[src/rtl/async_rx.sv]
module async_rx #(
  parameter int OVS = 16
) (
  input  logic       clk,
  input  logic       rst_n,
  input  logic       samp_en,
  input  logic       rxd_in,
  input  logic       cfg_x16,
  input  logic [1:0] cfg_len,
  input  logic [1:0] cfg_par,
  input  logic       cfg_par_fixed,
  input  logic [7:0] cfg_cmp,
  input  logic       rd_ack,
  output logic       char_valid,
  output logic [7:0] char_data,
  output logic       err_par,
  output logic       err_frm,
  output logic       err_ovr,
  output logic       is_break,
  output logic       cmp_match,
  output logic       brk_start,
  output logic       brk_end
);
  localparam int PW   = $clog2(OVS);
  localparam int HALF = OVS / 2;

  typedef enum logic [2:0] {S_IDLE, S_START, S_DATA, S_PAR, S_STOP, S_BRK} st_t;
  st_t st;

  logic [PW-1:0] ph;
  logic [2:0]    bcnt;
  logic [7:0]    shr;
  logic          pacc, pbit;

  wire [3:0] nbits   = 4'd5 + {2'b00, cfg_len};
  wire [7:0] mask    = 8'hFF >> (4'd8 - nbits);
  wire [7:0] aligned = shr >> (4'd8 - nbits);
  wire       tick    = samp_en && (!cfg_x16 || ph == PW'(OVS - 1));
  wire       mid     = samp_en && ph == PW'(HALF - 1);
  wire       last    = {1'b0, bcnt} == nbits - 4'd1;
  wire       no_par  = cfg_par == 2'd0;
  wire       exp_par = (cfg_par == 2'd3) ? cfg_par_fixed :
                       (cfg_par == 2'd2) ? ~pacc : pacc;
  wire       brk_cond = shr == 8'd0 && !rxd_in && (no_par || !pbit);

  always_ff @(posedge clk or negedge rst_n) begin
    if (!rst_n) begin
      st <= S_IDLE; ph <= '0; bcnt <= '0; shr <= '0; pacc <= 1'b0; pbit <= 1'b0;
      char_valid <= 1'b0; char_data <= '0; err_par <= 1'b0; err_frm <= 1'b0;
      err_ovr <= 1'b0; is_break <= 1'b0; cmp_match <= 1'b0;
      brk_start <= 1'b0; brk_end <= 1'b0;
    end else begin
      brk_start <= 1'b0;
      brk_end   <= 1'b0;
      if (rd_ack) char_valid <= 1'b0;
      if (samp_en && st != S_IDLE && st != S_START && st != S_BRK)
        ph <= tick ? '0 : ph + 1'b1;
      case (st)
        S_IDLE:
          if (samp_en && !rxd_in) begin
            ph <= '0; bcnt <= '0; shr <= '0; pacc <= 1'b0; pbit <= 1'b0;
            st <= cfg_x16 ? S_START : S_DATA;
          end
        S_START:
          if (mid) begin
            ph <= '0;
            st <= rxd_in ? S_IDLE : S_DATA;
          end else if (samp_en) ph <= ph + 1'b1;
        S_DATA:
          if (tick) begin
            shr  <= {rxd_in, shr[7:1]};
            pacc <= pacc ^ rxd_in;
            bcnt <= bcnt + 3'd1;
            if (last) st <= no_par ? S_STOP : S_PAR;
          end
        S_PAR:
          if (tick) begin
            pbit <= rxd_in;
            st   <= S_STOP;
          end
        S_STOP:
          if (tick) begin
            char_valid <= 1'b1;
            char_data  <= aligned;
            err_ovr    <= char_valid && !rd_ack;
            err_frm    <= !rxd_in;
            is_break   <= brk_cond;
            err_par    <= !brk_cond && !no_par && (pbit != exp_par);
            cmp_match  <= !brk_cond && aligned == (cfg_cmp & mask);
            brk_start  <= brk_cond;
            st         <= brk_cond ? S_BRK : S_IDLE;
          end
        S_BRK:
          if (samp_en && rxd_in) begin
            brk_end <= 1'b1;
            st      <= S_IDLE;
          end
        default: st <= S_IDLE;
      endcase
    end
  end


  len_field_chk: assert property (@(posedge clk) disable iff (!rst_n)
    $rose(char_valid) |-> (char_data & ~(8'hFF >> (4'd3 - {2'b00, cfg_len}))) == 8'd0);

  deliver_on_enable_chk: assert property (@(posedge clk) disable iff (!rst_n)
    $rose(char_valid) |-> $past(samp_en));

  brk_start_chk: assert property (@(posedge clk) disable iff (!rst_n)
    brk_start |-> char_valid && is_break && err_frm && char_data == 8'd0 && !cmp_match);

  brk_end_chk: assert property (@(posedge clk) disable iff (!rst_n)
    brk_end |-> $past(rxd_in) && $past(samp_en) && !brk_start);

  no_overflow_chk: assert property (@(posedge clk) disable iff (!rst_n)
    $rose(char_valid) |-> !err_ovr);
endmodule

[config.mk]
export PLATFORM = sky130hd
export DESIGN_NAME = async_rx
export DESIGN_NICKNAME = d
export VERILOG_FILES = /design/src/rtl/async_rx.sv
export SDC_FILE = /design/constraint.sdc
export NUM_CORES = 1
export LEC_CHECK = 0
export ABC_AREA = 1
export CELL_PAD_IN_SITES_DETAIL_PLACEMENT = 0
export CELL_PAD_IN_SITES_GLOBAL_PLACEMENT = 1
export CORE_MARGIN = 5
export CORE_UTILIZATION = 38
export CTS_CLUSTER_SIZE = 28
export DETAILED_ROUTE_END_ITERATION = 8
export PLACE_DENSITY_LB_ADDON = 0.12
export SETUP_SLACK_MARGIN = 0.3
export SLEW_MARGIN = 10
export SYNTH_ARGS = -nofsm -noshare
export SYNTH_HDL_FRONTEND = slang
export SYNTH_SLANG_ARGS = --single-unit
export TNS_END_PERCENT = 30
[constraint.sdc]
create_clock -name clk -period 1.9 [get_ports clk]
set_clock_uncertainty 0.05 [all_clocks]
set_input_delay 0.38 -clock clk [delete_from_list [all_inputs] [get_ports clk]]
set_output_delay 0.38 -clock clk [all_outputs]
set_load 0.1 [all_outputs]
; After elaboration in Yosys (flattened, before gate mapping)
; Index checks and enable logic that the tools add are counted.
[classes]
add_sub_neg = 5
eq_ne = 21
shift = 2
n_mux = 38
n_bitwise = 3
reduce_logical = 31
[op_table]
columns = op, count
row1 = 2-to-1 mux 3 bit, 11
row2 = 2-to-1 mux 4 bit, 5
row3 = one-hot mux 3 bit (6 select lines), 1
row4 = 2-to-1 mux 8 bit, 2
row5 = one-hot mux 8 bit (2 select lines), 1
row6 = != test 2 bit (second input constant), 7
row7 = logical AND 1 bit, 13
row8 = 2-to-1 mux 1 bit, 12
row9 = bitwise AND 8 bit, 1
row10 = equality test 8 bit, 1
row11 = logical NOT 8 bit, 1
row12 = one-hot mux 4 bit (2 select lines), 1
row13 = right shift 8 x 4 -> 8 bit, 1
row14 = right shift 8 x 4 -> 8 bit (first input constant), 1
row15 = AND reduction 7 bit, 1
row16 = equality test 3 x 2 -> 1 bit (second input constant), 2
row17 = equality test 3 bit (second input constant), 2
row18 = logical NOT 1 bit, 6
row19 = one-hot mux 3 bit (2 select lines), 1
row20 = AND reduction 3 bit, 2
row21 = adder 3 x 2 -> 4 bit (first input constant), 1
row22 = adder 4 x 1 -> 4 bit (second input constant), 1
row23 = equality test 2 bit (second input constant), 2
row24 = equality test 3 x 4 -> 1 bit, 1
row25 = 19 further kinds, 23
[word_totals]
register_bits = 36
input_bits = 19
output_inout_bits = 16
elab_cells = 115

; Logic depth before layout (Yosys ltp)
; Gate-level depths: netlist of the first run.
[logic_depth]
depth_word = 8
depth_mapped = 14
mapped_depth_nobuf = 14

; Worst setup path before layout of the first run
; OpenSTA, ideal clock, no wires.
[synth_timing]
path_kind = input port to flip-flop
start = input cfg_len[0]
end = register st[0]
setup_time_ns = 0.126
t_arrival_ns = 1.503
required_time_ns = 1.724
path_slack_ns = 0.220
stages = 9
n_path_buf = 0
path_cell_list = inv_2 -> ha_1 -> inv_1 -> nand2_1 -> nand2_2 -> xor2_1 -> o21a_1 -> nor2_2 -> o21ai_0
[synth_between]
elab_chain_cells = 5
[synth_rtl]
columns = element, line_no
row1 = "start, declared", 9  ; input logic [1:0] cfg_len,
row2 = adder 3 x 2 -> 4 bit, 35  ; wire [3:0] nbits = 4'd5 + {2'b00, cfg_len};
row3 = subtractor 4 x 1 -> 4 bit, 40  ; wire last = {1'b0, bcnt} == nbits - 4'd1;
row4 = equality test 3 x 4 -> 1 bit, 40
row5 = != test 2 bit (no line), -
row6 = AND reduction 7 bit (no line), -
row7 = "end signal, assigned", 62  ; st <= cfg_x16 ? S_START : S_DATA;
row8 = "end signal, assigned", 67  ; st <= rxd_in ? S_IDLE : S_DATA;
row9 = "end signal, assigned", 74  ; if (last) st <= no_par ? S_STOP : S_PAR;
row10 = "end, declared", 28  ; st_t st;
; Every way passes these cells.
; A chain may end at the register's enable or synchronous reset.

; Worst setup path in the final report of the first run
[layout_timing]
start = register st[1]
end = register ph[1]
[layout_between]
elab_chain_cells = 8
elab_cells_between_ends = 13
cone_classes = 3 x eq/ne / 5 x mux / 5 x reduce/logical
[layout_rtl]
columns = element, line_no
row1 = nonzero test 3 bit, 56  ; if (samp_en && st != S_IDLE && st != S_START && st != S_BRK)
row2 = logical AND 1 bit (3 in a row), 56
row3 = 2-to-1 mux 4 bit, 56
row4 = 2-to-1 mux 4 bit, 68  ; end else if (samp_en) ph <= ph + 1'b1;
row5 = 2-to-1 mux 4 bit, 65  ; if (mid) begin
row6 = one-hot mux 4 bit (2 select lines) (*), 58  ; case (st)
row7 = "end signal, assigned", 57  ; ph <= tick ? '0 : ph + 1'b1;
row8 = "end signal, assigned", 68
row9 = "end, declared", 30  ; logic [PW-1:0] ph;
; Every way passes the cells marked *; elsewhere a longest branch is shown, timed or not.

==> results.md, run 1 <==
- Status: complete, no violations
- Hold depth: 2
- CP Buf/Inv Count: 1
- Relative slew slack: between 80 and 90%
- Worst-path clk slew: 0.08 ns
- Combinational share of power: ~60%
- Yosys warning count: 0
- Leakage Power: 1.73 nW
- Total GRT Usage: 16.4%
- Ports: 35
- Initial Utilization: approximately two fifths
- Leading area contributor after synthesis: dfrtp_1
- Fill cells: between 500 and 600
- Sw frac: 48.4%
- Most frequent cell after synthesis: nand2_1
- CTS root buffer: clkbuf_8
- Worst Tran Pin Value: 0.282 ns
- Main synth FF type: dfrtp_1
- Cell Chain, Critical Path: inv_2, nand2_1, nor2_1, nand2_2, o21ai_0, nand2_1, a22oi_1
- Avg WL per Cell: 12.6 um
- Avg Inst Size Synth: 6.95 um2
- Data required time of the critical path: ~2.1 ns
- Power per Cell Area: 1320 mW/mm2
- Synth Area in XOR/XNOR: 1.95%
- Starting DRT DRC Count: 100
- GR Util met1: 24.0%
- Commonest cells post-synth: nand2_1, inv_1, dfrtp_1, o21ai_0, nand3_1
- Num rows: 28
- Critical path's most frequent cell: nand2_1
- Reg-to-reg startpoint: st[1]
- Number of port buffers: 34
- Layout cells sized above 1: 27.8%
- Core ar.: 0.00585 mm2
- Clk pwr share: 12.9%
- Initial antenna violation count: 0
- CTS tree: built
- Family with the most delay on the worst path: simple AND/OR/NAND/NOR gates
- Register share of total power: 27.4%
- Fmax: 0.632 GHz
- Final WL: 5.97 mm
- Synth top area share: between 40% and 50%
- Largest family of logic cells by synthesized area: simple AND/OR/NAND/NOR gates
- Synth Area in Simple Gates: 33.6%
- CTS Sinks: 36
- Post-synthesis async set-or-reset flop share: 100%
- Worst Path Arrival: 1.74 ns
- Final setup violation count: 0
- Worst hold path class: reg2reg
- # diodes: 0
- Crit. End Element: flip-flop
- CP max FO: 4
- Met3 Use GR: 3.22%
- Stages on worst setup path: 7
- Sequential cell area fraction in the yosys report: 40.0%
- Adder-Cell Fraction of Synth Area: 3.34%
- GR Overflow Total: 0
- TritonRoute pass-1 iters: 4
- Die ar.: 0.00756 mm2
- WS Path Type: reg2reg
- Post-Syn Nets: 349
- Hold Fails Final Rpt: 0
- Multiplexer area fraction after synthesis: 0%
- Cts bufs inserted: 5
- CTS H-tree lvls: 2
- Synth cell types: 29
- Global-route wire length before repair: just under 10 mm
- Setup crit start kind: flip-flop
- RSZ-0062 raised after global routing: yes
- Worst-Skew Late Latency: 0.29 ns
- Post-route ant nets: 0
- Hold Crit Start: shr[5]
- NetSw: 2.21 mW
- EDFF count, synth: 0
- Top cells by area, synth: dfrtp_1, nand2_1, inv_1
- Mapped Area: 0.00225 mm2
- M2 GR Usage: about a quarter
- Max cap viols: 0
- FF-to-FF End: ph[1]
- P_int: ~2.4 mW
- FF/Latch Area: 902 um2
- Fin crit period: 1.58 ns
- Synthesized instance count: about 320
- Vias: 2239
- Number of global-route vias before repair: 2095
- Multi-input gate area: approximately 0.0013 mm2
- Worst path max stage delay: roughly 0.41 ns
- Clk buf depth: 2
- DRC viols: 0
- Hold slack: 0.475 ns
- R2R Setup Slk: 0.32 ns
- Peak supply drop: 0.00106 V
- Synthesized flop and latch total: 36
- Busiest grt layer: met1
- Die Ht: 87.0 um
- Tcrit/Tclk final: 83.3%
- Die Width: 87.0 um
- Area Growth Syn to Fin: 54.2%
- Vias per cell: about 4.7
- Largest net degree at the start of global routing: 37
- Compound-gate portion of the synthesized area: 12.0%
- R2R cell count: 7
- Final slew viol count: 0
- Layout net count: 425
- GP Congestion: between 0.8 and 0.9
- Slowest CP cell: dfrtp_1
- Dpl hpwl: 4.53 mm
- Design Power: 4.58 mW
- Hold Path Sink: shr[4]
-- how the worst max path moves through the flow --
stage / start / endpoint / slack, ns
2_1_floorplan: cfg_len[0] / st[0] / 0.30
3_3_place_gp: cfg_len[0] / cmp_match / -0.41
3_5_place_dp: cfg_len[0] / st[0] / -0.43
4_1_cts: ph[0] / shr[3] / 0.30
5_1_grt: cfg_len[0] / cmp_match / 0.25
6_report: st[1] / ph[1] / 0.32
-- per-stage QoR --
stage	instances	util [%]	setup TNS, ns	instance area, um2	setup WS (ns)
finish	475	59.3	0	3470	0.317
global route	475	59.3	0	3470	0.248
CTS	472	56.9	0	3330	0.303
detailed placement	462	53.5	-3.99	3130	-0.429
global placement	462	53.5	-3.67	3130	-0.407
floorplan	324	-	0	2280	0.296
-- flip-flops by register name, summed over array words and instances (netlist names) --
signal,count
bcnt,3
brk_end,1
brk_start,1
char_data,8
char_valid,1
cmp_match,1
err_frm,1
err_ovr,1
err_par,1
is_break,1
pacc,1
pbit,1
ph,4
shr,8
st,3
-- worst register-to-register path, stage by stage (launching register included) --
cell	delay [ns]
dfrtp_1	0.41
inv_2	0.10
nand2_1	0.07
nor2_1	0.24
nand2_2	0.13
o21ai_0	0.25
nand2_1	0.08
a22oi_1	0.15
-- cell type report --
| type | count | share of cell area [%] |
|---|---|---|
| Multi-Input combinational cell | 236 | 38.5 |
| Sequential cell | 36 | 26.0 |
| Timing Repair Buffer | 75 | 24.5 |
| Inverter | 46 | 5.55 |
| Clock buffer | 7 | 2.78 |
| Tap cell | 75 | 2.70 |
-- routing by layer --
| layer | vias up | wire length [um] |
|---|---|---|
| li1 | 1184 | - |
| met1 | 992 | 2970 |
| met2 | 53 | 2570 |
| met3 | 10 | 279 |
| met4 | 0 | 148 |
| met5 | - | 0 |
-- power by group through the flow --
stage	combinational, mW	clock (mW)	sequential (mW)
detailed placement	2.55	0	1.28
global placement	2.54	0	1.27
finish	2.73	0.591	1.26
CTS	2.62	0.611	1.25
global route	2.93	0.643	1.29
floorplan	0.935	0	1.93
-- kinds of logic after synthesis --
family | count (synthesis)
and+or+nand+nor | 176
xor gates and xnor gates | 5
buffers and inverters | 52
AOI/OAI and AO/OA | 49
DFF | 36
adders and majority gates | 6
-- layout by cell type (no fill, tap or decap), drive strengths merged, types with 2 or more instances in the layout --
| cell | instances |
|---|---|
| nand2 | 111 |
| buf | 57 |
| inv | 46 |
| dfrtp | 36 |
| o21ai | 29 |
| nor2 | 29 |
| nand3 | 27 |
| clkdlybuf4s50 | 14 |
| clkbuf | 9 |
| a21oi | 7 |
| o22ai | 6 |
| ha | 6 |
| nand4 | 5 |
| xor2 | 3 |
| o31ai | 3 |
| xnor2 | 2 |
| nand3b | 2 |
| nor3 | 2 |
-- what timing repair did --
item                                    in CTS  in global routing
hold buffers                                 1                  0
gates resized for setup                     33                 34
buffers inserted                             2                  3
endpoints found under the hold margin        1                  0
pin swaps                                   12                 13
gates cloned                                 0                  0
endpoints found under the setup margin      28                 23
(Power assumes the default switching activity.)
==> inputs of run 2 (changes only) <==
CORE_UTILIZATION = 35   (was 38)
clock period = 1.3 ns   (was 1.9 ns; I/O delays follow)
==> run 2 against run 1 <==
Net effect:
- the flow now finishes with violations (negative setup slack)
- sequential power grew 48%
- clock power increased by 39%
- hold slack got worse by 0.11 ns
- sequential share of layout area is 2.5 points lower
- non-clock buffer count rose by 35
- die area rose by 7.6%
- via count increased by 8.1%
- critical path depth is 5 higher
- first-iteration DRC count is 1.0% lower
- utilization increased by 1.8 points
- routed wire length up 7.2%
- critical path type unchanged
- critical endpoint is now cmp_match
==> results.md, run 2 (synthesis gave the netlist of run 1 again) <==
- Initial Utilization: a little over a third
- Layout cells sized above 1: between 30% and 40%
- Leakage Power: 1.89 nW
- TritonRoute pass-1 iters: 4
- CP max FO: 3
- Fin worst setup slack: -0.230 ns
- Family with the most delay on the worst path: simple AND/OR/NAND/NOR gates
- Crit. End Element: flip-flop
- Stages on worst setup path: 12
- R2R Setup Slk: -0.23 ns
- Ports: 35
- Fin area: 0.00386 mm2
- Avg WL per Cell: 12.5 um
- Worst hold path class: in2async
- WS Path Type: reg2reg
- Largest net degree at the start of global routing: 22
- Final slew viol count: 0
- Relative slew slack: 82.0%
- Final WL: 6.40 mm
- Cts bufs inserted: 5
- Vias: ~2400
- Placed instance area: 0.00341 mm2
- CTS root buffer: clkbuf_8
- Global-route wire length before repair: 10.9 mm
- DRC viols: 0
- Setup crit start kind: flip-flop
- Final Core Density: 61.1%
- Vias per cell: ~4.7
- CTS tree: built
- Tcrit/Tclk final: 118%
- Most common cell after layout, fill and taps aside: nand2_1
- Worst path max stage delay: 0.40 ns
- Critical Path Sink: cmp_match
- Num rows: 29
- GR Overflow Total: 0
- Cell Chain, Critical Path: ha_4, nand3_4, nand2_4, buf_6, nand3_4, nor2_4, nand2_2, inv_2, nand2_2, nor2_2, nand2_1, nand2_1
- Initial antenna violation count: 0
- Worst-Skew Late Latency: around 0.28 ns
- Area Growth Syn to Fin: 71.4%
- Peak supply drop: 0.00167 V
- Fmax: 0.654 GHz
- Fin crit period: approximately 1.5 ns
- Core ar.: 0.00631 mm2
- Top Registers: char_data: 8 flops, shr: 8 flops, ph: 4 flops
- GP Congestion: 0.850
- Max cap viols: 0
- Status: finished, violations left
- Final setup violation count: 34
- Starting DRT DRC Count: 99
- CTS H-tree lvls: 2
- R2R cell count: 12
- Layout net count: 460
- Clk buf depth: 2
- Data required time of the critical path: 1.47 ns
- Dpl hpwl: between 4 and 5 mm
- Total GRT Usage: roughly 16%
- Power per Cell Area: around 1900 mW/mm2
- Slowest CP cell: dfrtp_1
- Failing checks: negative setup slack
- Number of port buffers: 34
- Worst-path clk slew: about 0.07 ns
- Worst Tran Pin Value: 0.269 ns
- Crit path from: ph[1]
- Die ar.: 0.00814 mm2
- Reg-to-reg startpoint: ph[1]
- Number of global-route vias before repair: 2314
- Die Ht: 90.2 um
- Post-route ant nets: 0
- FF-to-FF End: cmp_match
- # diodes: 0
- RSZ-0062 raised after global routing: yes
- CTS Sinks: 36
- Most frequent cells in the layout: nand2_1, buf_4, inv_1, dfrtp_1, buf_12
- Die Width: 90.2 um
- Worst Path Arrival: 1.70 ns
- CP Buf/Inv Count: 2
- Hold Fails Final Rpt: 0
==> run 2: cell types whose count changed in the layout (fill, tap and decap cells not counted), sizes merged <==
| cell | change |
|---|---|
| clkbuf | +2 |
| buf | +34 |
| dlymetal6s2s | -1 |
| dlygate4sd2 | +1 |
==> run 2: layout make-up <==
type	instances	area [um2]
timing repair buffer	110	1130
sequential	36	905
clock buffer	8	90.1
fill	599	2460
inverter	46	193
tap	77	96.3
multi-input combinational	236	1450
==> run 2: repair_timing <==
| item | CTS | global route |
|---|---|---|
| gates cloned | 0 | 1 |
| endpoints found under the hold margin | 15 | 0 |
| endpoints found under the setup margin | 52 | 73 |
| pin swaps | 14 | 26 |
| resized for setup | 26 | 66 |
| hold buffers | 1 | 0 |
| buffers inserted | 1 | 5 |
==> run 2: through the flow <==
| stage | setup slack, ns | hold slack [ns] | power (mW) | setup TNS, ns | cells |
|---|---|---|---|---|---|
| after floorplan | -0.184 | -0.0856 | 4.23 | -3.30 | 324 |
| after global placement | -0.896 | 0.145 | 6.06 | -16.84 | 497 |
| after detailed placement | -0.943 | 0.154 | 6.10 | -17.40 | 497 |
| after CTS | -0.249 | 0.376 | 7.07 | -6.04 | 507 |
| after global routing | -0.336 | 0.388 | 7.90 | -7.88 | 513 |
| final | -0.230 | 0.361 | 7.41 | -5.08 | 513 |
==> run 2: report_power, final <==
part	internal (mW)	switching (mW)	leakage (nW)	total, mW
logic	2.00	2.71	1.37	4.72
registers	1.48	0.392	0.480	1.87
clock network	0.433	0.389	0.0455	0.822
total	3.91	3.50	1.89	7.41
==> run 2: per-layer routing <==
metal	global-route usage, %	up-vias	share of wire (%)
met4	3.35	0	0.53
li1	-	1263	-
met2	23.2	38	45
met1	23.2	1115	50
met3	4.17	4	3.9
met5	0	-	0
==> run 2: worst reg2reg max path, stage by stage (launching register included) <==
cell and delay, ns:
dfrtp_1 0.40, ha_4 0.18, nand3_4 0.08, nand2_4 0.10, buf_6 0.10, nand3_4 0.09, nor2_4 0.11, nand2_2 0.05
inv_2 0.05, nand2_2 0.05, nor2_2 0.10, nand2_1 0.05, nand2_1 0.05
==> run 2: worst min path at each step <==
stage                     cells after the start  slack, ns  startpoint         to
after detailed placement                      1       0.15       rst_n    err_ovr
final                                         2       0.36       rst_n  brk_start
after global routing                          2       0.39       rst_n  brk_start
after CTS                                     2       0.38       rst_n    err_ovr
after global placement                        1       0.15       rst_n    err_ovr
after floorplan                               0      -0.09       rst_n    bcnt[0]
